**config.mk**
```make
export PLATFORM = sky130hd
export DESIGN_NAME = ll_desc_seq
export DESIGN_NICKNAME = d
export VERILOG_FILES = /design/src/rtl/ll_seq_pkg.sv /design/src/rtl/ll_seq_regs.sv /design/src/rtl/ll_seq_walk.sv /design/src/rtl/ll_seq_remain.sv /design/src/rtl/ll_desc_seq.sv
export SDC_FILE = /design/constraint.sdc
export NUM_CORES = 1
export LEC_CHECK = 0
export BUFFER_PORTS_ARGS = -buffer_cell sky130_fd_sc_hd__clkbuf_2
export CORE_MARGIN = 1
export CORE_UTILIZATION = 35
export DETAILED_ROUTE_END_ITERATION = 7
export SYNTH_ARGS = -nofsm -noshare
export SYNTH_HDL_FRONTEND = slang
export SYNTH_SLANG_ARGS = --single-unit
```
**constraint.sdc**
```tcl
create_clock -name clk_i -period 2.8 [get_ports clk_i]
set_input_delay 0.28 -clock clk_i [delete_from_list [all_inputs] [get_ports clk_i]]
set_output_delay 0.28 -clock clk_i [all_outputs]
set_load 0.02 [all_outputs]
```
**src/rtl/ll_seq_pkg.sv**
```systemverilog
package ll_seq_pkg;
  localparam int unsigned DESC_WORDS  = 8;
  localparam int unsigned W_SRC       = 2;
  localparam int unsigned W_DST       = 3;
  localparam int unsigned W_SIZE      = 4;
  localparam int unsigned W_NEXT      = 5;
  localparam int unsigned BIT_LIST_EN = 4;
  localparam int unsigned BIT_CANCEL  = 20;
  localparam int unsigned WIN_LSB     = 6;  // 0x40-byte window per channel
  localparam logic [WIN_LSB-1:0] OFS_HEAD = 6'h00;
  localparam logic [WIN_LSB-1:0] OFS_CTRL = 6'h04;
  localparam logic [WIN_LSB-1:0] OFS_REM  = 6'h08;

  typedef enum logic [2:0] {
    ST_IDLE, ST_FETCH, ST_WAIT, ST_START, ST_BUSY
  } walk_st_e;
endpackage

```
**src/rtl/ll_seq_regs.sv**
```systemverilog
module ll_seq_regs
  import ll_seq_pkg::*;
#(
  parameter int unsigned AW       = 32,
  parameter int unsigned RA_W     = 12,
  parameter int unsigned CHAN_IDX = 2,
  parameter int unsigned LEN_W    = 24
) (
  input  logic             clk_i,
  input  logic             rst_ni,
  input  logic             reg_we_i,
  input  logic [RA_W-1:0]  reg_addr_i,
  input  logic [31:0]      reg_wdata_i,
  output logic [31:0]      reg_rdata_o,
  input  logic             walk_busy_i,
  input  logic [LEN_W-1:0] rem_i,
  output logic [AW-1:0]    head_o,
  output logic             go_o,
  output logic             cancel_o
);
  localparam int unsigned SEL_W = RA_W - WIN_LSB;

  logic               sel;
  logic [WIN_LSB-1:0] ofs;
  logic               ctrl_wr;
  logic [AW-1:0]      head_q;

  assign sel     = reg_addr_i[RA_W-1:WIN_LSB] == SEL_W'(CHAN_IDX);
  assign ofs     = reg_addr_i[WIN_LSB-1:0];
  assign ctrl_wr = reg_we_i && sel && (ofs == OFS_CTRL);
  assign cancel_o = ctrl_wr && reg_wdata_i[BIT_CANCEL];
  assign go_o     = ctrl_wr && reg_wdata_i[BIT_LIST_EN] && !reg_wdata_i[BIT_CANCEL]
                    && !walk_busy_i;
  assign head_o   = head_q;

  always_ff @(posedge clk_i or negedge rst_ni) begin
    if (!rst_ni)                                  head_q <= '0;
    else if (reg_we_i && sel && ofs == OFS_HEAD)  head_q <= AW'(reg_wdata_i);
  end

  always_comb begin
    reg_rdata_o = '0;
    if (sel) begin
      if (ofs == OFS_HEAD)     reg_rdata_o = 32'(head_q);
      else if (ofs == OFS_REM) reg_rdata_o = 32'(rem_i);
    end
  end
endmodule

```
**src/rtl/ll_seq_walk.sv**
```systemverilog
module ll_seq_walk
  import ll_seq_pkg::*;
#(
  parameter int unsigned AW    = 32,
  parameter int unsigned LEN_W = 24
) (
  input  logic             clk_i,
  input  logic             rst_ni,
  input  logic             go_i,
  input  logic             cancel_i,
  input  logic [AW-1:0]    head_i,
  output logic             mem_rd_o,
  output logic [AW-1:0]    mem_addr_o,
  input  logic             mem_rvalid_i,
  input  logic [31:0]      mem_rdata_i,
  output logic             xfer_start_o,
  output logic [AW-1:0]    xfer_src_o,
  output logic [AW-1:0]    xfer_dst_o,
  output logic [LEN_W-1:0] xfer_len_m1_o,
  input  logic             xfer_done_i,
  output logic             busy_o,
  output logic             loaded_evt_o,
  output logic             done_evt_o
);
  localparam int unsigned IDX_W = $clog2(DESC_WORDS);
  localparam logic [IDX_W-1:0] IDX_SRC  = IDX_W'(W_SRC);
  localparam logic [IDX_W-1:0] IDX_DST  = IDX_W'(W_DST);
  localparam logic [IDX_W-1:0] IDX_SIZE = IDX_W'(W_SIZE);
  localparam logic [IDX_W-1:0] IDX_NEXT = IDX_W'(W_NEXT);
  localparam logic [IDX_W-1:0] IDX_LAST = IDX_W'(DESC_WORDS - 1);

  walk_st_e         st_q;
  logic [AW-1:0]    node_q, src_q, dst_q, next_q;
  logic [LEN_W-1:0] len_q;
  logic [IDX_W-1:0] idx_q;
  logic             first_q;

  assign mem_rd_o      = st_q == ST_FETCH;
  assign mem_addr_o    = node_q + (AW'(idx_q) << 2);
  assign xfer_start_o  = st_q == ST_START;
  assign xfer_src_o    = src_q;
  assign xfer_dst_o    = dst_q;
  assign xfer_len_m1_o = len_q;
  assign busy_o        = st_q != ST_IDLE;
  assign loaded_evt_o  = xfer_start_o && first_q;
  assign done_evt_o    = (st_q == ST_BUSY) && xfer_done_i && !cancel_i;

  always_ff @(posedge clk_i or negedge rst_ni) begin
    if (!rst_ni) begin
      st_q <= ST_IDLE; node_q <= '0; idx_q <= '0; first_q <= 1'b0;
      src_q <= '0; dst_q <= '0; next_q <= '0; len_q <= '0;
    end else if (cancel_i) begin
      st_q <= ST_IDLE;
    end else begin
      case (st_q)
        ST_IDLE: if (go_i) begin
          node_q <= head_i; idx_q <= '0; first_q <= 1'b1; st_q <= ST_FETCH;
        end
        ST_FETCH: st_q <= ST_WAIT;
        ST_WAIT: if (mem_rvalid_i) begin
          if (idx_q == IDX_SRC)  src_q  <= AW'(mem_rdata_i);
          if (idx_q == IDX_DST)  dst_q  <= AW'(mem_rdata_i);
          if (idx_q == IDX_SIZE) len_q  <= mem_rdata_i[LEN_W-1:0];
          if (idx_q == IDX_NEXT) next_q <= AW'(mem_rdata_i);
          if (idx_q == IDX_LAST) st_q <= ST_START;
          else begin
            idx_q <= idx_q + 1'b1;
            st_q  <= ST_FETCH;
          end
        end
        ST_START: begin
          first_q <= 1'b0;
          st_q    <= ST_BUSY;
        end
        ST_BUSY: if (xfer_done_i) begin
          if (next_q == '0) st_q <= ST_IDLE;
          else begin
            node_q <= next_q; idx_q <= '0; st_q <= ST_FETCH;
          end
        end
        default: st_q <= ST_IDLE;
      endcase
    end
  end


  one_rd_chk: assert property (@(posedge clk_i) disable iff (!rst_ni)
    mem_rd_o |=> !mem_rd_o);

  start_after_load_chk: assert property (@(posedge clk_i) disable iff (!rst_ni)
    xfer_start_o |-> $past(mem_rvalid_i));

  start_pulse_chk: assert property (@(posedge clk_i) disable iff (!rst_ni)
    xfer_start_o |=> !xfer_start_o);

  cancel_quiet_chk: assert property (@(posedge clk_i) disable iff (!rst_ni)
    cancel_i |=> (!mem_rd_o && !xfer_start_o));

  chain_end_chk: assert property (@(posedge clk_i) disable iff (!rst_ni)
    (done_evt_o && next_q == '0) |=> !busy_o);
endmodule

```
**src/rtl/ll_seq_remain.sv**
```systemverilog
module ll_seq_remain #(
  parameter int unsigned LEN_W      = 24,
  parameter int unsigned BEAT_BYTES = 4
) (
  input  logic             clk_i,
  input  logic             rst_ni,
  input  logic             start_i,
  input  logic             done_i,
  input  logic             beat_i,
  input  logic             busy_i,
  input  logic             cancel_i,
  input  logic [LEN_W-1:0] len_m1_i,
  output logic [LEN_W-1:0] rem_o
);
  localparam logic [LEN_W-1:0] STEP = LEN_W'(BEAT_BYTES);

  logic [LEN_W-1:0] rem_q;
  assign rem_o = rem_q;

  // count held minus one: all ones = nothing left (or a full 2^LEN_W)
  always_ff @(posedge clk_i or negedge rst_ni) begin
    if (!rst_ni)                rem_q <= '1;
    else if (cancel_i || done_i) rem_q <= '1;
    else if (start_i)           rem_q <= len_m1_i;
    else if (beat_i && busy_i)  rem_q <= rem_q - STEP;
  end


  done_ones_chk: assert property (@(posedge clk_i) disable iff (!rst_ni)
    done_i |=> rem_o == '1);

  beat_step_chk: assert property (@(posedge clk_i) disable iff (!rst_ni)
    (beat_i && busy_i && !start_i && !done_i && !cancel_i) |=>
      rem_o == $past(rem_o) - STEP);
endmodule

```
**src/rtl/ll_desc_seq.sv**
```systemverilog
module ll_desc_seq #(
  parameter int unsigned AW         = 32,
  parameter int unsigned RA_W       = 12,
  parameter int unsigned CHAN_IDX   = 2,
  parameter int unsigned LEN_W      = 24,
  parameter int unsigned BEAT_BYTES = 4
) (
  input  logic             clk_i,
  input  logic             rst_ni,
  input  logic             reg_we_i,
  input  logic [RA_W-1:0]  reg_addr_i,
  input  logic [31:0]      reg_wdata_i,
  output logic [31:0]      reg_rdata_o,
  output logic             mem_rd_o,
  output logic [AW-1:0]    mem_addr_o,
  input  logic             mem_rvalid_i,
  input  logic [31:0]      mem_rdata_i,
  output logic             xfer_start_o,
  output logic [AW-1:0]    xfer_src_o,
  output logic [AW-1:0]    xfer_dst_o,
  output logic [LEN_W-1:0] xfer_len_m1_o,
  input  logic             xfer_beat_i,
  input  logic             xfer_done_i,
  output logic             loaded_evt_o,
  output logic             done_evt_o
);
  logic             go, cancel, busy;
  logic [AW-1:0]    head;
  logic [LEN_W-1:0] rem;

  ll_seq_regs #(.AW(AW), .RA_W(RA_W), .CHAN_IDX(CHAN_IDX), .LEN_W(LEN_W)) u_regs (
    .clk_i, .rst_ni, .reg_we_i, .reg_addr_i, .reg_wdata_i, .reg_rdata_o,
    .walk_busy_i(busy), .rem_i(rem), .head_o(head), .go_o(go), .cancel_o(cancel)
  );

  ll_seq_walk #(.AW(AW), .LEN_W(LEN_W)) u_walk (
    .clk_i, .rst_ni, .go_i(go), .cancel_i(cancel), .head_i(head),
    .mem_rd_o, .mem_addr_o, .mem_rvalid_i, .mem_rdata_i,
    .xfer_start_o, .xfer_src_o, .xfer_dst_o, .xfer_len_m1_o, .xfer_done_i,
    .busy_o(busy), .loaded_evt_o, .done_evt_o
  );

  ll_seq_remain #(.LEN_W(LEN_W), .BEAT_BYTES(BEAT_BYTES)) u_remain (
    .clk_i, .rst_ni, .start_i(xfer_start_o), .done_i(done_evt_o),
    .beat_i(xfer_beat_i), .busy_i(busy), .cancel_i(cancel),
    .len_m1_i(xfer_len_m1_o), .rem_o(rem)
  );
endmodule

```
==> Word-level counts from Yosys, hierarchy flattened <==
Index checks and enable logic that the tools add are counted.
{ "word_totals": {"ff_bits": 215, "in_bits": 82, "output_inout_bits": 156} }
{ "op_classes": {"n_mux": 25, "n_reduce_logical": 31, "n_eq_ne": 20, "n_bitwise": 1, "n_addsub": 3} }
{ "ops": {"columns": ["operator", "count"], "rows": [
  ["$mux W32", 5],
  ["$mux W24", 4],
  ["$pmux W32 S2", 1],
  ["$add A32 B5 Y32", 1],
  ["$logic_not A32 Y1", 1],
  ["$mux W3", 9],
  ["$sub A24 B3 Y24 const B", 1],
  ["$reduce_and A4 Y1", 4],
  ["$pmux W3 S5", 1],
  ["$eq A3 B2 Y1 const B", 4],
  ["$eq A3 B3 Y1 const B", 4],
  ["$logic_and A1 B1 Y1", 11],
  ["$ne A2 B2 Y1 const B", 5],
  ["$ne A3 B2 Y1 const B", 3],
  ["$pmux W3 S3", 1],
  ["$reduce_bool A3 Y1", 3],
  ["$reduce_and A7 Y1", 1],
  ["$eq A6 B2 Y1 const B", 1],
  ["$eq A6 B3 Y1 const B", 1],
  ["$eq A6 B4 Y1 const B", 1],
  ["$logic_not A6 Y1", 1],
  ["$reduce_and A3 Y1", 2],
  ["$reduce_and A5 Y1", 1],
  ["$reduce_bool A2 Y1", 2],
  ["9 further kinds", 12]
]} }

==> Logic depth before layout (Yosys ltp) <==
Gate-level depths: netlist of run 1.
{ "depth": {"word_depth": 9, "depth_mapped": 8, "mapped_depth_nobuf": 7} }

==> Cells and area by module <==
From an unflattened synthesis of run 1, not the netlist that was laid out.
{ "hier_totals": {"hier_cells": 813, "hier_area_um2": 10576.4} }
{ "by_module_without_submodules": {"columns": ["module", "seq_area_each_um2", "instances", "area_per_inst_um2", "cells_per_inst"], "rows": [
  ["ll_seq_walk", 3978.8, 1, 7228.2, 518],
  ["ll_seq_regs", 800.8, 1, 1871.8, 142],
  ["ll_seq_remain", 630.6, 1, 1476.4, 153]
]} }

==> Worst setup path after synthesis of run 1 <==
OpenSTA, ideal clock, no wires.
{ "synth_timing": {"kind": "input to register", "start": "in reg_addr_i[11]", "end": "reg u_regs.head_q[0] (netlist: u_regs.head_o[0])", "setup_slack_ns": 0.313, "required_ns": 2.675, "path_stages": 7, "arrival_time_ns": 2.362, "path_buffers": 3, "cell_sequence": "or4_4 -> or4_4 -> buf_6 -> or3b_1 -> buf_6 -> buf_12 -> mux2_4"} }
{ "synth_via": {"elab_chain_len": 3} }
{ "synth_lines": {"columns": ["element", "line_no", "text"], "rows": [
  ["start, declared", "ll_desc_seq.sv:11", "input logic [RA_W-1:0] reg_addr_i,"],
  ["$eq A6 B2 Y1", "ll_seq_regs.sv:28", "assign sel = reg_addr_i[RA_W-1:WIN_LSB] == SEL_W'(CHAN_IDX);"],
  ["$logic_and A1 B1 Y1 (2 in a row)", "ll_seq_regs.sv:38", "else if (reg_we_i && sel && ofs == OFS_HEAD) head_q <= AW'(reg_wdata_i);"],
  ["end signal, assigned", "ll_seq_regs.sv:38", null],
  ["end, declared", "ll_seq_regs.sv:26", "logic [AW-1:0] head_q;"]
]} }
No other way between the ends.
A chain may end at the register's enable or synchronous reset.

==> Final worst setup path of run 1 <==
{ "layout_timing": {"start": "reg u_walk.idx_q[1]", "end": "out mem_addr_o[27]"} }
{ "layout_via": {"elab_chain_len": 1} }
{ "layout_lines": {"columns": ["element", "line_no", "text"], "rows": [
  ["start, declared", "ll_seq_walk.sv:35", "logic [IDX_W-1:0] idx_q;"],
  ["start signal, assigned", "ll_seq_walk.sv:67", "idx_q <= idx_q + 1'b1;"],
  ["$add A32 B5 Y32", "ll_seq_walk.sv:39", "assign mem_addr_o = node_q + (AW'(idx_q) << 2);"],
  ["end, declared", "ll_desc_seq.sv:15", "output logic [AW-1:0] mem_addr_o,"]
]} }
No other way between the ends.

==> results.md, run 1 <==
- R2r worst-path depth: 7
- Seq cells post-synth: around 220
- Post-synth EDFFs: 0
- Worst-path cell chain: ha_1 -> a21o_1 -> a21oi_4 -> or4_4 -> nor2_2 -> xor2_1 -> buf_4
- CP Max Fanout: 5
- Total negative slack: 0 ns
- Tmin final: roughly 2.8 ns
- IO buf count: approximately 240
- Inserted Diodes: 0
- Fin worst setup slack: around 0.029 ns
- Starting Density: between 30 and 40%
- Worst setup SP type: flip-flop
- IO Pins: 238
- DRT antenna net count: 0
- Via-per-instance ratio: slightly above 5
- Largest net degree at the start of global routing: 70
- Inst Count DP: ~1500
- Congestion Overflow GR: 0
- Leak: approximately 0.0071 uW
- Detailed Place HPWL: roughly 22000 um
- Cell count after synthesis: 840
- Vias in the first global route: 7815
- CP delay by family, top: simple AND/OR/NAND/NOR gates
- Post-synth ARST share: 100%
- Status: complete, no violations
- DR WL/cell: just under 20 um
- Fin cells: between 1500 and 2000
- Fmax: 0.361 GHz
- Placeable Area: 29600 um^2
- Layout cells sized above 1: a little over half
- Nets: 1222
- Worst hold path class: in -> reg
- Setup violators final: 0
- Worst path slowest cell: or4_4
- Synth cell types: 58
- Slew HR: a little under half
- Dpl ws: about 0.14 ns
- Mapped Nets: approximately 930
- Layout area overhead: 29.9%
- Detailed Route Iter0 Violations: ~530
- Crit path capture type: output port
- Die area: between 30000 and 40000 um^2
- Critical Path Stages: 7
- Worst-skew pair later-pin latency: 0.53 ns
- CTS tree: done
- Fin crit share: a little over nine tenths
- Via count: 7876
- Final hold viol count: 0
- Worst Path Arrival: approximately 2.5 ns
- Peak supply drop: between 400 and 500 uV
- Unrepaired setup endpoints after global routing: yes
- Clock Pin Slew Worst Setup and Hold Paths: 0.06 ns
- Post-synthesis sequential area ratio: about half
- Wirelength, routed: just over 30000 um
- Max Slew Vio Count: 0
- DIE HEIGHT: 175 um
- Max_cap viols: 0
- Tot Pwr: a little under 10000 uW
- Final Wtd Congestion: approximately 0.82
- Final instance area: between 10000 and 15000 um^2
- Worst Path Required: around 2.5 ns
- Worst Path Buf+Inv: 1
- Detailed Routing Iterations Pass 1: 5
- PD cells: ~710 nW/um^2
- Initial antenna violation count: 0
- Syn Area/Cell: 12.5 um^2
- First-pass GRT wire length: about 46000 um
- FP Rows: 63
- Worst path max stage delay: between 0.5 and 0.6 ns
- Root buf cell: clkbuf_16
- Clk sinks: ~220
- Synth Flop Type: dfrtp_1
- CTS Buffer Depth: 3
- Die W: around 180 um
- Number of remaining DRC errors: 0
- Post-DP Area: ~12000 um^2
- Overall Global Routing Usage: between 10% and 20%
- H-tree depth: 1
- Worst slew pin tran: 0.804 ns
- Yosys warns: 0
- Setup CP Type: reg -> out
- Setup Skew: 0.0138 ns
- Min-Delay Path Depth: 2
- Post-Syn Area: ~11000 um^2
- Fill cell count: roughly 2800
- CTS Buf Count: 26
-- stage by stage --
stage               util, %  hold slack (ns)
finish                 46.1           0.0205
global route           46.1          0.00282
CTS                    45.7          0.00692
detailed placement     41.5            0.290
global placement       41.5            0.289
floorplan                 -          -0.0156
-- metal layers --
layer / vias up / track usage, % / part of all wire (%)
li1: 3621 / - / -
met1: 3974 / 27.6 / 46
met2: 245 / 31.3 / 47
met3: 36 / 2.79 / 4.8
met4: 0 / 4.78 / 2.2
met5: - / 0 / 0
-- state kept, by name, indices dropped and copies added, names as in the netlist --
register	count
u_regs.head_o	32
u_remain.rem_o	24
u_walk.first_q	1
u_walk.idx_q	3
u_walk.next_q	32
u_walk.node_q	32
u_walk.st_q	3
u_walk.xfer_dst_o	32
u_walk.xfer_len_m1_o	24
u_walk.xfer_src_o	32
-- placed cells by master (no fill, tap or decap), types with 23 or more instances in the layout --
cell type and instances:
buf_4 41, mux2_2 188, clkbuf_16 27, mux2_4 30, mux2i_1 25, dfstp_2 24, nor2_1 58, dlygate4sd3_1 26
nand2_1 37, dfrtp_1 187, o21ai_0 23, clkbuf_2 229
-- area by class of cell --
class                      instances  area (um^2)  share of cell area (%)
sequential                       215         5420                    39.6
multi-input combinational        572         4940                    36.2
clock inverter                    14          129                   0.943
tap                              390          488                    3.57
inverter                           6         22.5                   0.165
clock buffer                      33          728                    5.33
timing repair buffer             308         1940                    14.2
-- cell families (layout without fill, tap and decap cells) --
| group | after synthesis | in the layout | synth area share [%] |
|---|---|---|---|
| compound gates | 80 | 80 | 4.78 |
| fa+ha+maj | 11 | 11 | 1.38 |
| flops | 215 | 215 | 51.4 |
| simple gates | 209 | 209 | 10.3 |
| mux | 243 | 243 | 26.8 |
| xor+xnor | 29 | 29 | 2.41 |
| buf+inv | 53 | 361 | 2.93 |
-- repair_timing --
| action | in CTS | in global routing |
|---|---|---|
| hold buffers | 26 | 0 |
| buffers inserted | 8 | 7 |
| cloned | 0 | 0 |
| gates resized for setup | 21 | 23 |
| pin swaps | 2 | 7 |
| endpoints found under the hold margin | 83 | 0 |
| endpoints found under the setup margin | 22 | 17 |
-- worst register-to-register path, delay by kind of cell (launching register included) --
family	cells	cell delay [ns]
simple gates	5	1.68
flops	1	0.40
buf+inv	1	0.07
fa+ha+maj	1	0.26
-- where the power goes --
| group | total (uW) | switching (uW) | internal [uW] |
|---|---|---|---|
| Sequential | 4110 | 439 | 3670 |
| Clock | 3360 | 1340 | 2020 |
| Combinational | 2190 | 1280 | 914 |
| Total | 9660 | 3060 | 6600 |
-- path summary, 6_finish.rpt --
kind | to | startpoint | slack, ns
max in group asynchronous | u_remain.rem_o[0]$_DFFE_PN1P_ | rst_ni | 1.70
worst min register to register | u_remain.rem_o[12]$_DFFE_PN1P_ | u_remain.rem_o[12]$_DFFE_PN1P_ | 0.49
min in group asynchronous | u_walk.xfer_src_o[8]$_DFFE_PN0P_ | rst_ni | 0.32
worst min-delay path | u_regs.head_o[1]$_DFFE_PN0P_ | reg_wdata_i[1] | 0.02
worst max register to register | u_remain.rem_o[20]$_DFFE_PN1P_ | u_remain.rem_o[2]$_DFFE_PN1P_ | 0.32
worst max-delay path | mem_addr_o[27] | u_walk.idx_q[1]$_DFFE_PN0P_ | 0.03
-- cell usage after synthesis (all sizes together) (2+ instances only) --
cell / count / area [um^2]
mux2: 218 / 2570
dfrtp: 191 / 4780
nor2: 64 / 240
nand2: 38 / 143
buf: 25 / 203
mux2i: 25 / 250
dfstp: 24 / 631
o21ai: 23 / 115
clkbuf: 22 / 82.6
xnor2: 21 / 184
a21oi: 18 / 90.1
nand3: 17 / 85.1
nand4: 13 / 81.3
nor4: 12 / 81.3
and2: 11 / 68.8
nor3: 11 / 55.1
ha: 10 / 125
nand2b: 9 / 56.3
xor2: 8 / 70.1
a31oi: 7 / 43.8
inv: 6 / 22.5
o211ai: 5 / 37.5
or4: 5 / 45.0
a21o: 4 / 30.0
a221oi: 4 / 35.0
and3: 4 / 25.0
and4: 4 / 35.0
nand3b: 3 / 22.5
nand4b: 3 / 26.3
nor2b: 3 / 18.8
nor3b: 3 / 22.5
o22ai: 3 / 18.8
o311ai: 3 / 26.3
a211oi: 2 / 15.0
nor4b: 2 / 17.5
o22a: 2 / 17.5
o31ai: 2 / 15.0
or2: 2 / 12.5
or4b: 2 / 20.0
Note: power is estimated with default switching activity, not from simulation.
==> run 2: changes to the inputs <==
Settings changed: REMOVE_ABC_BUFFERS from default to 1.
==> run 2 against run 1 <==
Via count decreased by 0.83%. Worst hold slack got worse by 0.011 ns. Cell count decreased by 0.33%. Largest power group unchanged. Highest routed layer unchanged. First-iteration DRC count decreased by 43%.
==> results.md, run 2 (synthesis gave the netlist of run 1 again) <==
- Status: complete, no violations (unchanged)
- Largest net degree at the start of global routing: 93 (was 70)
- CP Max Fanout: 5 (unchanged)
- H-tree depth: 1 (unchanged)
- Min-Delay Path Depth: 2 (unchanged)
- Final Wtd Congestion: 0.826 (was 0.823)
- Detailed Route Iter0 Violations: 298 (was 526)
- M2 GR Usage: 31.1% (was 31.3%)
- DRT antenna net count: 0 (unchanged)
- Total negative slack: 0 ns (unchanged)
- Inserted Diodes: 0 (unchanged)
- Worst hold path class: in -> reg (unchanged)
- Setup violators final: 0 (unchanged)
- Layout cells sized above 1: 51.3% (was 52.6%)
- Inst Count DP: 1450 (unchanged)
- Starting Density: 35.5% (unchanged)
- Setup Skew: 0.0161 ns (was 0.0138 ns)
- Peak supply drop: 429 uV (was 490 uV)
- CTS Buffer Depth: 3 (unchanged)
- Fin cells: 1533 (was 1538)
- Dpl ws: 0.185 ns (was 0.136 ns)
- IO Pins: 238 (unchanged)
- Unrepaired setup endpoints after global routing: yes (unchanged)
- Fill cell count: 2798 (was 2806)
- Tot Pwr: 9470 uW (was 9660 uW)
- Placeable Area: 29600 um^2 (unchanged)
- Congestion Overflow GR: 0 (unchanged)
- Worst hold start: reg_wdata_i[3] (was reg_wdata_i[1])
- Critical Path Start: u_walk.node_q[3]$_DFFE_PN0P_ (was u_walk.idx_q[1]$_DFFE_PN0P_)
- Detailed Routing Iterations Pass 1: 5 (unchanged)
- Worst setup SP type: flip-flop (unchanged)
- CTS tree: done (unchanged)
- Tmin final: 2.79 ns (was 2.77 ns)
- FP Rows: 63 (unchanged)
- DR WL/cell: 19.8 um (about the same)
- Max Slew Vio Count: 0 (unchanged)
- Via count: 7811 (was 7876)
- Setup CP Type: reg -> out (unchanged)
- Fin worst setup slack: 0.0146 ns (was 0.0285 ns)
- Commonest non-fill, non-tap cell in the layout: clkbuf_2 (unchanged)
- DIE HEIGHT: 175 um (unchanged)
- PD cells: 699 nW/um^2 (was 707 nW/um^2)
- Worst Path Arrival: 2.51 ns (was 2.49 ns)
- Clk sinks: 215 (unchanged)
- Busiest grt layer: met2 (unchanged)
- Most frequent cells in the layout: clkbuf_2 (226), mux2_2 (188), dfrtp_1 (187), nor2_1 (59), buf_4 (39) (was clkbuf_2 (229), mux2_2 (188), dfrtp_1 (187), nor2_1 (58), buf_4 (41))
- Slew HR: 47.1% (was 46.3%)
- Fmax: 0.359 GHz (was 0.361 GHz)
- Worst slew pin tran: 0.794 ns (was 0.804 ns)
- Worst r2r src: u_walk.st_q[2]$_DFFE_PN0P_ (was u_remain.rem_o[2]$_DFFE_PN1P_)
- Initial antenna violation count: 0 (unchanged)
- Leak: 0.00698 uW (was 0.00707 uW)
- Nets: 1219 (was 1222)
- Overall Global Routing Usage: 19.6% (was 19.5%)
- CTS Buf Count: 25 (was 26)
- Vias in the first global route: 7820 (was 7815)
- Root buf cell: clkbuf_16 (unchanged)
- Max_cap viols: 0 (unchanged)
- Detailed Place HPWL: 21500 um (was 22000 um)
- Wirelength, routed: 30400 um (about the same)
- Met1 GRT Util: 27.5% (was 27.6%)
- Fin crit share: 99.5% (was 99.0%)
- Final instance area: 13500 um^2 (was 13700 um^2)
- First-pass GRT wire length: 46300 um (was 46000 um)
- Die W: 175 um (unchanged)
- Via-per-instance ratio: 5.10 (was 5.12)
- R2r worst-path depth: 6 (was 7)
- Clock Pin Slew Worst Setup and Hold Paths: 0.06 ns (about the same)
- Final hold viol count: 0 (unchanged)
- Worst Path Required: 2.52 ns (about the same)
- Post-DP Area: 12300 um^2 (about the same)
- Worst-skew pair later-pin latency: 0.52 ns (was 0.53 ns)
- IO buf count: 237 (unchanged)
- Met3 GRT Util: 4.22% (was 2.79%)
- Layout area overhead: 28.8% (was 29.9%)
- Number of remaining DRC errors: 0 (unchanged)
- Crit path capture type: output port (unchanged)
- Die area: 30800 um^2 (unchanged)
run 2: area by class of cell:
class	count	area [um^2]	area share, %
clock buffers	38	734	5.42
clock inverters	6	55.1	0.406
inverters	6	22.5	0.166
multi-input cells	572	4930	36.4
flip-flops and latches	215	5420	40.0
well taps	390	488	3.60
repair buffers	306	1900	14.0
run 2: metal layers:
metal / part of all wire, % / vias up / wire, um
met5: 0 / - / 0
met4: 1.6 / 0 / 501
met3: 6.4 / 39 / 1930
met2: 46 / 230 / 14000
met1: 46 / 3923 / 14000
li1: - / 3619 / -
run 2: path summary, 6_finish.rpt:
path | slack (ns) | end
worst min-delay path | 0.01 | u_regs.head_o[3]$_DFFE_PN0P_
worst min register to register | 0.49 | u_remain.rem_o[0]$_DFFE_PN1P_
worst max-delay path | 0.01 | mem_addr_o[29]
max in group asynchronous | 1.51 | u_remain.rem_o[21]$_DFFE_PN1P_
min in group asynchronous | 0.38 | u_walk.xfer_dst_o[21]$_DFFE_PN0P_
worst max register to register | 0.46 | u_walk.xfer_dst_o[16]$_DFFE_PN0P_
run 2: what timing repair did:
action                                  4_1_cts  5_1_grt
endpoints found under the setup margin       22       14
hold buffers                                 30        0
pin swaps                                     8        2
gates resized for setup                      26       18
setup buffers                                 6        3
hold endpoints to repair                    106        0
run 2: report_power, final:
part           switching (uW)  internal [uW]  leakage (uW)
logic                    1290            914       0.00370
clock network            1290           1890      0.000393
registers                 429           3660       0.00289
total                    3010           6460       0.00698
run 2: critical path, cell delays in order, from the launching register on:
cell	delay, ns
dfrtp_1	0.40
ha_1	0.28
a21o_1	0.15
a21oi_4	0.08
or4_4	0.61
nor2_4	0.12
xor2_1	0.17
buf_4	0.16
run 2: metrics by stage:
stage	util (%)	hold slack (ns)
after global placement	41.4	0.368
after detailed placement	41.4	0.371
final	45.7	0.00997
after global routing	45.7	0.00604
after CTS	45.6	0.00157
after floorplan	-	-0.0156
==> run 3: changes to the inputs <==
Settings changed: SETUP_SLACK_MARGIN from default to 0.05.
==> run 3 against run 2 <==
Core utilization rose by 0.18 points. Clock power barely moved. Critical endpoint unchanged. Routed wire length barely moved. Cell count rose by 0.13%. Highest routed layer unchanged. Critical path type unchanged. Largest cell class unchanged.
==> results.md, run 3 (synthesis gave the netlist of run 1 again) <==
- Setup CP Type: reg -> out (unchanged)
- Status: complete, no violations (unchanged)
- CTS tree: done (unchanged)
- Fin worst setup slack: 0.0123 ns (was 0.0146 ns)
- Post-DP Area: 12300 um^2 (unchanged)
- Commonest non-fill, non-tap cell in the layout: clkbuf_2 (unchanged)
- Max layer used: met4 (unchanged)
- Fin crit share: 99.6% (was 99.5%)
- Dpl ws: 0.185 ns (unchanged)
- Met1 WL: 13900 um (was 14000 um)
- Inserted Diodes: 0 (unchanged)
- Nets: 1221 (was 1219)
- Starting Density: 35.5% (unchanged)
- Number of remaining DRC errors: 0 (unchanged)
- Worst Path Arrival: 2.51 ns (about the same)
- Initial antenna violation count: 0 (unchanged)
- Final hold viol count: 0 (unchanged)
- Crit path capture type: output port (unchanged)
- Layout cells sized above 1: 51.8% (was 51.3%)
- Worst setup SP type: flip-flop (unchanged)
- Leak: 0.00700 uW (was 0.00698 uW)
- Worst hold path class: in -> reg (unchanged)
- Worst slew pin tran: 0.795 ns (was 0.794 ns)
- DRT antenna net count: 0 (unchanged)
- Die W: 175 um (unchanged)
- Peak supply drop: 429 uV (about the same)
- Worst Path Required: 2.52 ns (about the same)
- DR WL/cell: 19.8 um (about the same)
- Worst path slowest cell: or4_4 (unchanged)
- Worst-skew pair later-pin latency: 0.52 ns (about the same)
- Unrepaired setup endpoints after global routing: yes (unchanged)
- IO buf count: 237 (unchanged)
- Vias in the first global route: 7838 (was 7820)
- Clock Pin Slew Worst Setup and Hold Paths: 0.06 ns (about the same)
- Wirelength, routed: 30400 um (about the same)
- Worst-path cell chain: ha_4 -> a21o_1 -> a21oi_4 -> or4_4 -> nor2_4 -> xor2_1 -> buf_4 (was ha_1 -> a21o_1 -> a21oi_4 -> or4_4 -> nor2_4 -> xor2_1 -> buf_4)
- Setup violators final: 0 (unchanged)
- Hold_ws: 0.00965 ns (was 0.00997 ns)
- Max_cap viols: 0 (unchanged)
- IO Pins: 238 (unchanged)
- Root buf cell: clkbuf_16 (unchanged)
- Detailed Route Iter0 Violations: 315 (was 298)
- DIE HEIGHT: 175 um (unchanged)
- Placeable Area: 29600 um^2 (unchanged)
- First-pass GRT wire length: 46300 um (about the same)
- Setup Skew: 0.0162 ns (was 0.0161 ns)
- Final Wtd Congestion: 0.826 (unchanged)
- FP Rows: 63 (unchanged)
- Final instance area: 13600 um^2 (was 13500 um^2)
- PD cells: 696 nW/um^2 (was 699 nW/um^2)
- Die area: 30800 um^2 (unchanged)
- Met2 routed WL: 14100 um (was 14000 um)
- Overall Global Routing Usage: 19.7% (was 19.6%)
- Max Slew Vio Count: 0 (unchanged)
- Tmin final: 2.79 ns (about the same)
- H-tree depth: 1 (unchanged)
- Via-per-instance ratio: 5.09 (was 5.10)
- Fmax: 0.359 GHz (about the same)
- CTS Buffer Depth: 3 (unchanged)
- Most frequent cells in the layout: clkbuf_2 (226), mux2_2 (188), dfrtp_1 (186), nor2_1 (58), buf_4 (40) (was clkbuf_2 (226), mux2_2 (188), dfrtp_1 (187), nor2_1 (59), buf_4 (39))
- Tot Pwr: 9470 uW (about the same)
- Layout area overhead: 29.3% (was 28.8%)
- Via count: 7813 (was 7811)
- CTS Buf Count: 25 (unchanged)
- Worst path max stage delay: 0.61 ns (about the same)
- Largest net degree at the start of global routing: 93 (unchanged)
- CP Max Fanout: 5 (unchanged)
- Clk sinks: 215 (unchanged)
- Congestion Overflow GR: 0 (unchanged)
- Detailed Place HPWL: 21500 um (unchanged)
- Slew HR: 47.0% (was 47.1%)
- Detailed Routing Iterations Pass 1: 5 (unchanged)
- Wire length on met3: 1990 um (was 1930 um)
## run 3: worst max-delay path, delay by kind of cell, from the launching register on
family / cells / cell delay [ns]
adder cells (fa/ha/maj): 1 / 0.27
AND/OR/NAND/NOR: 2 / 0.73
flip-flops: 1 / 0.42
XOR/XNOR: 1 / 0.16
AO/OA/AOI/OAI: 2 / 0.24
buffers and inverters: 1 / 0.16
## run 3: worst paths after layout
kind / startpoint / endpoint / slack (ns) / cells after the start
min: reg_wdata_i[3] / u_regs.head_o[3]$_DFFE_PN0P_ / 0.01 / 2
min reg2reg: u_remain.rem_o[12]$_DFFE_PN1P_ / u_remain.rem_o[12]$_DFFE_PN1P_ / 0.49 / 2
max in group asynchronous: rst_ni / u_remain.rem_o[21]$_DFFE_PN1P_ / 1.50 / 3
max reg2reg: u_walk.st_q[0]$_DFFE_PN0P_ / u_walk.xfer_dst_o[16]$_DFFE_PN0P_ / 0.46 / 6
min in group asynchronous: rst_ni / u_walk.xfer_src_o[21]$_DFFE_PN0P_ / 0.38 / 2
max: u_walk.node_q[3]$_DFFE_PN0P_ / mem_addr_o[29] / 0.01 / 7
## run 3: layout make-up
cell class                      count  area [um^2]
Clock buffer                       38          734
Clock inverter                      6         55.1
Fill cell                        2789        16000
Inverter                            6         22.5
Multi-Input combinational cell    572         4970
Sequential cell                   215         5420
Tap cell                          390          488
Timing Repair Buffer              308         1920
## run 3: where the power goes
part / total [uW] / internal, uW / switching (uW)
clock: 3180 / 1890 / 1290
combinational: 2200 / 916 / 1280
sequential: 4090 / 3660 / 428
## run 3: metrics by stage
step                      std cells  TNS, ns  utilization [%]
after global routing           1535   -0.226             45.9
after CTS                      1532  -0.0430             45.6
after global placement         1450        0             41.4
final                          1535        0             45.9
after detailed placement       1450        0             41.4
after floorplan                 793  -174.02                -
## run 3: repair_timing
action,CTS,global route
endpoints found under the hold margin,106,0
pin swaps,10,4
endpoints found under the setup margin,24,19
resized for setup,28,23
setup buffers,8,3
gates cloned,0,0
hold buffers,30,0
## run 3: metal layers
layer	up-vias	track usage, %
li1	3623	-
met1	3922	27.6
met2	233	31.3
met3	35	4.22
met4	0	3.95
met5	-	0
